$ cat src/rtl/cs_dec_pkg.sv
package cs_dec_pkg;
  localparam int unsigned UNIT_W     = 16;
  localparam int unsigned GRAN_SHIFT = 24;
  localparam int unsigned WORD_W     = 2 * UNIT_W;
  localparam int unsigned SIZE_W     = UNIT_W + 1;

  typedef logic [UNIT_W-1:0] unit_t;
  typedef logic [SIZE_W-1:0] span_t;

  typedef struct packed {
    unit_t first;
    unit_t last;
  } window_t;

  function automatic window_t word_to_window(input logic [WORD_W-1:0] w);
    window_t r;
    r.first = w[WORD_W-1:UNIT_W];
    r.last  = w[UNIT_W-1:0];
    return r;
  endfunction
endpackage

$ cat src/rtl/cs_window_regs.sv
module cs_window_regs
  import cs_dec_pkg::*;
#(
  parameter int unsigned NUM_CS = 4,
  localparam int unsigned SEL_W = (NUM_CS > 1) ? $clog2(NUM_CS) : 1
) (
  input  logic                        clk,
  input  logic                        rst_n,
  input  logic                        wr_en,
  input  logic [SEL_W-1:0]            wr_sel,
  input  logic [WORD_W-1:0]           wr_word,
  output window_t [NUM_CS-1:0]        win_o
);
  for (genvar g = 0; g < NUM_CS; g++) begin : g_win
    window_t win_q;
    always_ff @(posedge clk or negedge rst_n) begin
      if (!rst_n)
        win_q <= '0;
      else if (wr_en && (wr_sel == SEL_W'(g)))
        win_q <= word_to_window(wr_word);
    end
    assign win_o[g] = win_q;
  end

  // a write lands in the selected window on the next edge
  assert_write_lands_R1: assert property (@(posedge clk) disable iff (!rst_n)
    (wr_en && (32'(wr_sel) < NUM_CS)) |=> (win_o[$past(wr_sel)] == $past(wr_word)));
endmodule

$ cat src/rtl/cs_window_match.sv
module cs_window_match
  import cs_dec_pkg::*;
(
  input  window_t win,
  input  unit_t   unit,
  output logic    hit,
  output logic    populated,
  output span_t   span
);
  logic ordered;

  always_comb begin
    populated = (win.first != win.last);
    ordered   = (win.last > win.first);
    hit       = populated && (unit >= win.first) && (unit <= win.last);
    if (ordered)
      span = {1'b0, win.last} - {1'b0, win.first} + span_t'(1);
    else
      span = '0;
  end
endmodule

$ cat src/rtl/cs_first_hit.sv
module cs_first_hit #(
  parameter int unsigned NUM_CS = 4,
  localparam int unsigned SEL_W = (NUM_CS > 1) ? $clog2(NUM_CS) : 1
) (
  input  logic [NUM_CS-1:0] hits,
  output logic [NUM_CS-1:0] onehot,
  output logic [SEL_W-1:0]  sel,
  output logic              none
);
  always_comb begin
    onehot = '0;
    sel    = '0;
    for (int i = NUM_CS - 1; i >= 0; i--) begin
      if (hits[i]) begin
        onehot    = '0;
        onehot[i] = 1'b1;
        sel       = SEL_W'(i);
      end
    end
    none = (hits == '0);
  end
endmodule

$ cat src/rtl/cs_bounds_decoder.sv
module cs_bounds_decoder
  import cs_dec_pkg::*;
#(
  parameter int unsigned NUM_CS = 4,
  parameter int unsigned ADDR_W = 40,
  localparam int unsigned SEL_W = (NUM_CS > 1) ? $clog2(NUM_CS) : 1
) (
  input  logic                     clk,
  input  logic                     rst_n,
  input  logic                     cfg_we,
  input  logic [SEL_W-1:0]         cfg_sel,
  input  logic [WORD_W-1:0]        cfg_wdata,
  input  logic                     in_valid,
  output logic                     in_ready,
  input  logic [ADDR_W-1:0]        in_addr,
  output logic                     out_valid,
  input  logic                     out_ready,
  output logic [NUM_CS-1:0]        out_cs_onehot,
  output logic [SEL_W-1:0]         out_cs_idx,
  output logic                     out_miss,
  output logic [NUM_CS-1:0]        cs_populated,
  output logic [NUM_CS*SIZE_W-1:0] cs_size
);
  localparam int unsigned UNIT_LSB = GRAN_SHIFT;
  localparam int unsigned UNIT_MSB = GRAN_SHIFT + UNIT_W - 1;

  window_t [NUM_CS-1:0] win;
  logic    [NUM_CS-1:0] hits;
  logic    [NUM_CS-1:0] pick_onehot;
  logic    [SEL_W-1:0]  pick_sel;
  logic                 pick_none;
  unit_t                addr_unit;

  assign addr_unit = in_addr[UNIT_MSB:UNIT_LSB];

  cs_window_regs #(.NUM_CS(NUM_CS)) u_regs (
    .clk     (clk),
    .rst_n   (rst_n),
    .wr_en   (cfg_we),
    .wr_sel  (cfg_sel),
    .wr_word (cfg_wdata),
    .win_o   (win)
  );

  for (genvar g = 0; g < NUM_CS; g++) begin : g_cmp
    cs_window_match u_match (
      .win       (win[g]),
      .unit      (addr_unit),
      .hit       (hits[g]),
      .populated (cs_populated[g]),
      .span      (cs_size[g*SIZE_W +: SIZE_W])
    );
  end

  cs_first_hit #(.NUM_CS(NUM_CS)) u_pick (
    .hits   (hits),
    .onehot (pick_onehot),
    .sel    (pick_sel),
    .none   (pick_none)
  );

  assign in_ready = !out_valid || out_ready;

  always_ff @(posedge clk or negedge rst_n) begin
    if (!rst_n) begin
      out_valid     <= 1'b0;
      out_cs_onehot <= '0;
      out_cs_idx    <= '0;
      out_miss      <= 1'b0;
    end else if (in_ready) begin
      out_valid <= in_valid;
      if (in_valid) begin
        out_cs_onehot <= pick_onehot;
        out_cs_idx    <= pick_sel;
        out_miss      <= pick_none;
      end
    end
  end

  // accepted address yields a result next cycle
  assert_accept_R7: assert property (@(posedge clk) disable iff (!rst_n)
    (in_valid && in_ready) |=> out_valid);

  // stalled result stays put
  assert_hold_R7: assert property (@(posedge clk) disable iff (!rst_n)
    (out_valid && !out_ready) |=> (out_valid && $stable(out_cs_onehot)
                                   && $stable(out_cs_idx) && $stable(out_miss)));

  // at most one chip select reported
  assert_single_R5: assert property (@(posedge clk) disable iff (!rst_n)
    out_valid |-> $onehot0(out_cs_onehot));

  // encoded number agrees with the one-hot vector
  assert_idx_agree_R5: assert property (@(posedge clk) disable iff (!rst_n)
    (out_valid && !out_miss) |-> out_cs_onehot[out_cs_idx]);

  // miss carries an empty selection
  assert_miss_empty_R4: assert property (@(posedge clk) disable iff (!rst_n)
    out_valid |-> (out_miss == (out_cs_onehot == '0)));
endmodule

$ cat config.mk
export PLATFORM = sky130hd
export DESIGN_NAME = cs_bounds_decoder
export DESIGN_NICKNAME = d
export VERILOG_FILES = /design/src/rtl/cs_dec_pkg.sv /design/src/rtl/cs_window_regs.sv /design/src/rtl/cs_window_match.sv /design/src/rtl/cs_first_hit.sv /design/src/rtl/cs_bounds_decoder.sv
export SDC_FILE = /design/constraint.sdc
export NUM_CORES = 1
export LEC_CHECK = 0
export BUFFER_PORTS_ARGS = -buffer_cell sky130_fd_sc_hd__buf_2
export CAP_MARGIN = 10
export CELL_PAD_IN_SITES_DETAIL_PLACEMENT = 0
export CELL_PAD_IN_SITES_GLOBAL_PLACEMENT = 1
export CORE_ASPECT_RATIO = 0.9
export CORE_MARGIN = 2
export CORE_UTILIZATION = 47
export CTS_BUF_LIST = sky130_fd_sc_hd__clkbuf_4 sky130_fd_sc_hd__clkbuf_8
export CTS_CLUSTER_DIAMETER = 120
export DETAILED_ROUTE_END_ITERATION = 6
export PLACE_DENSITY_LB_ADDON = 0.1
export SLEW_MARGIN = 25
export SYNTH_ARGS = -nofsm -noshare
export SYNTH_HDL_FRONTEND = slang
export SYNTH_SLANG_ARGS = --single-unit
$ cat constraint.sdc
create_clock -name clk -period 3.05 [get_ports clk]
set_clock_uncertainty 0.15 [all_clocks]
set_input_delay 0.1525 -clock clk [delete_from_list [all_inputs] [get_ports clk]]
set_output_delay 0.1525 -clock clk [all_outputs]
set_load 0.02 [all_outputs]
==> flow_summary.rst <==
.. list-table::
   :header-rows: 1

   * - Metric
     - Value
   * - Outcome
     - complete, but fails checks
   * - Failing checks
     - negative setup slack
   * - Global router's overall resource usage
     - 26.47%
   * - Number of antenna violations at the first check in global routing
     - 0
   * - Cell area after placement
     - 0.01446 mm²
   * - CTS Buf Count
     - 17
   * - Number of global-route vias before repair
     - 10950
   * - Fin crit share
     - 114.5%
   * - Post-synthesis cell count
     - 1402
   * - Number of cell instances on the worst register-to-register path
     - 11
   * - Net Switching
     - 5656 µW
   * - Weighted congestion at the end of routability-driven global placement
     - 0.8560
   * - Final Net Count
     - 2064
   * - Xor and xnor fraction of the mapped netlist area
     - 2.626%
   * - CTS sink count
     - 136
   * - Dominant combinational cell family by area after synthesis
     - adder cells
   * - Capture point of the worst reg-to-reg path
     - out_miss
   * - Unrepaired setup endpoints after global routing
     - yes
   * - Post-CTS clock slew at the launch and capture registers of the worst setup and hold paths
     - 0.08 ns
   * - Worst stage delay on the critical path
     - 0.42 ns
   * - Area share of fa/ha/maj cells after synthesis
     - 29.93%
   * - Count of boundary I/O pins
     - 160
   * - Starting Density
     - 48.00%
   * - Proportion of layout cells with a drive suffix above 1
     - 32.88%
   * - Post-route cell area
     - 0.01668 mm²
   * - Relative slew margins
     - 61.19%
   * - Largest fanout on the critical path
     - 3
   * - Leakage Power
     - 0.008103 µW
   * - Average wire per cell in the routed design
     - 18.65 µm
   * - Fin worst setup slack
     - -0.4426 ns
   * - Max-capacitance violation count
     - 0
   * - Hold Crit Class
     - in -> async
   * - Summed instance area of the synthesized netlist
     - 0.01301 mm²
   * - Core box area
     - 0.02710 mm²
   * - Count of flip-flops with a built-in enable after synthesis
     - 0
   * - VDD IR-drop max
     - 340.7 µV
   * - Most used standard cell by instance count after synthesis
     - sky130_fd_sc_hd__ha_1
   * - Via Count
     - 11210
   * - Slowest cell on crit path
     - sky130_fd_sc_hd__dfrtp_1
   * - Iter 0 DRT Violations
     - 546
   * - Post-synthesis net count
     - 1773
   * - Setup crit start
     - u_regs.win_o[113]
   * - Worst setup slack for register-to-register paths
     - 0.29 ns
   * - CTS HTree Levels
     - 4
   * - Deepest clock path buffer count
     - 2
   * - Area grow syn2layout
     - 28.20%
   * - Global-route wire length before repair
     - 58020 µm
   * - Timing-limited maximum frequency
     - 0.2863 GHz
   * - Number of warning messages in the yosys log
     - 0
   * - Clock tree from TritonCTS
     - yes
   * - Most common flop cell mapped by yosys
     - sky130_fd_sc_hd__dfrtp_1
   * - Most frequent cells after synthesis
     - sky130_fd_sc_hd__ha_1 (260), sky130_fd_sc_hd__inv_1 (171), sky130_fd_sc_hd__dfrtp_1 (136)
   * - Worst Setup EP
     - cs_size[64]
   * - Synthesized-area fraction occupied by ao, oa, aoi and oai cells
     - 14.04%
   * - Router iterations before antenna repair
     - 4
   * - Area of the die
     - 0.02903 mm²
   * - Final hold violations
     - 0
   * - Buffer and inverter count on the worst path
     - 2
   * - Clk Latency, worst-skew pair
     - 0.47 ns
   * - CTS Root Buffer Type
     - sky130_fd_sc_hd__clkbuf_8
   * - Cell taking the most area after synthesis
     - sky130_fd_sc_hd__dfrtp_1
   * - Number of max-slew violations in the final report
     - 0
   * - Worst Setup End Kind
     - primary output
   * - Simple-gate area share of the yosys netlist
     - 13.22%
   * - GRT overflow
     - 0
   * - Switching share of power
     - 44.94%
   * - Critical Path Most Common Cell
     - sky130_fd_sc_hd__ha_4
   * - Mux cell area share after synthesis
     - 8.310%
   * - Post-placement setup slack
     - -0.05345 ns
   * - WS Path Type
     - reg -> out
   * - Final min period
     - 3.493 ns
   * - Core occupancy in the finished layout
     - 61.54%
   * - Total number of placement rows
     - 57
   * - Relative contribution of sequential cells to total power
     - 19.3%
   * - Setup TNS
     - -6.026 ns
   * - Ordered list of cells on the worst path
     - ha_4 > inv_4 > ha_4 > fa_2 > a21o_1 > a221oi_2 > a21oi_2 > a31oi_4 > nor3b_2 > a211oi_2 > xnor2_1 > nor2_1 > buf_4
   * - Fill cell instance count of the final layout
     - 2371
   * - Remaining antenna violation count
     - 0
   * - Die width
     - 179.4 µm
   * - Cells taking the most area after synthesis
     - sky130_fd_sc_hd__dfrtp_1 (26%), sky130_fd_sc_hd__ha_1 (25%), sky130_fd_sc_hd__mux2_2 (8.3%)
   * - Transition time at the pin with the least slew margin
     - 0.5822 ns
   * - Die Ht
     - 161.8 µm
   * - Logic pwr share
     - 68.8%
   * - Sequential area share after synthesis
     - 26.16%
   * - Flip-flop and latch count after synthesis
     - 136
   * - Overall routed net length
     - 38360 µm
   * - Nature of the critical path startpoint
     - flip-flop
   * - Synth async-reset ratio
     - 100.0%
   * - Cell internal power dissipation
     - 6929 µW
   * - Endpoint arrival time on the critical path
     - 3.19 ns
   * - Largest net degree at the start of global routing
     - 65
   * - Final HPWL DP
     - 28470 µm
   * - Drt drc
     - 0
   * - Number of failing setup endpoints in the final timing report
     - 31
   * - Post-synth top area share
     - 26.16%
   * - Post-Syn Area per Cell
     - 9.279 µm²
   * - R2R Path Start
     - u_regs.win_o[33]
   * - Cell Pwr Density
     - 754.6 mW/mm²
   * - Hold Slack
     - 0.07544 ns
   * - Count of input and output buffers
     - 135
   * - Clk network pwr share
     - 11.8%
   * - Count of different cell masters after synthesis
     - 52
   * - Vias per inst
     - 5.448
   * - Req. time, crit path
     - 2.75 ns
   * - Worst path top cell family by delay
     - compound AO/OA/AOI/OAI gates
   * - Logic depth of the worst setup path including buffers
     - 13
   * - Number of antenna repair diodes
     - 0
-- how the worst min path moves through the flow --
stage	end	slack (ns)	cells past startpoint	startpoint
6_report	u_regs.win_o[45]	0.08	2	rst_n
5_1_grt	out_cs_onehot[0]	0.11	5	out_ready
4_1_cts	out_cs_onehot[0]	0.06	5	out_ready
3_5_place_dp	u_regs.win_o[45]	0.01	1	rst_n
3_3_place_gp	u_regs.win_o[45]	0.003	1	rst_n
2_1_floorplan	out_cs_idx[0]	-0.29	0	rst_n
-- power groups by stage --
stage | clock network, µW | logic (µW) | registers, µW
floorplan | 0 | 4970 | 2410
global placement | 0 | 6980 | 2420
detailed placement | 0 | 7050 | 2430
CTS | 1510 | 8020 | 2420
global route | 1590 | 9570 | 2480
finish | 1490 | 8660 | 2430
-- per-stage QoR --
step                cells  power, µW
global placement     1923       9397
global route         2057      13640
detailed placement   1923       9486
floorplan            1402       7386
CTS                  2032      11950
finish               2057      12580
-- cell usage in the layout (no fill, tap or decap), types with 27 or more instances in the layout --
cell type,count
sky130_fd_sc_hd__dlygate4sd3_1,35
sky130_fd_sc_hd__buf_2,93
sky130_fd_sc_hd__nor2_1,88
sky130_fd_sc_hd__inv_2,27
sky130_fd_sc_hd__o21ai_0,61
sky130_fd_sc_hd__inv_1,140
sky130_fd_sc_hd__ha_1,231
sky130_fd_sc_hd__a21oi_1,56
sky130_fd_sc_hd__buf_4,152
sky130_fd_sc_hd__dfrtp_1,133
sky130_fd_sc_hd__nand2_1,87
sky130_fd_sc_hd__nand4_1,36
sky130_fd_sc_hd__mux2_2,96
-- sequential cells by signal, indices dropped and copies added, names as in the netlist --
register / flops
u_regs.win_o: 128
out_valid: 1
out_cs_onehot: 4
out_miss: 1
out_cs_idx: 2
-- layout make-up --
cell class                 instances  area (µm²)  area share, %
clock buffer                      20       262.8          1.576
sequential                       136        3407          20.43
tap                              354       442.9          2.656
inverter                         171       651.9          3.909
timing repair buffer             294        2132          12.78
multi-input combinational       1073        9677          58.02
clock inverter                     9       103.9         0.6227
-- metal layers --
layer,track usage (%),vias to the layer above,share of wire [%]
met5,0,-,0
met4,5.609,0,1.5
met3,5.033,36,5.0
met2,44.78,213,48
met1,35.15,5421,45
li1,-,5537,-
-- timing repair --
| action | in CTS | in global routing |
|---|---|---|
| pin swaps | 105 | 97 |
| endpoints found under the hold margin | 220 | 0 |
| buffers inserted | 49 | 30 |
| hold buffers | 35 | 0 |
| endpoints found under the setup margin | 57 | 64 |
| resized for setup | 168 | 108 |
| gates cloned | 1 | 0 |
-- kinds of logic (layout without fill, tap and decap cells) --
family / Yosys count / in the layout
compound gates: 290 / 290
xor+xnor: 39 / 39
fa+ha+maj: 292 / 292
buf+inv: 194 / 494
flops: 136 / 136
mux: 96 / 96
simple gates: 355 / 356
Note: power is estimated with default switching activity, not from simulation.
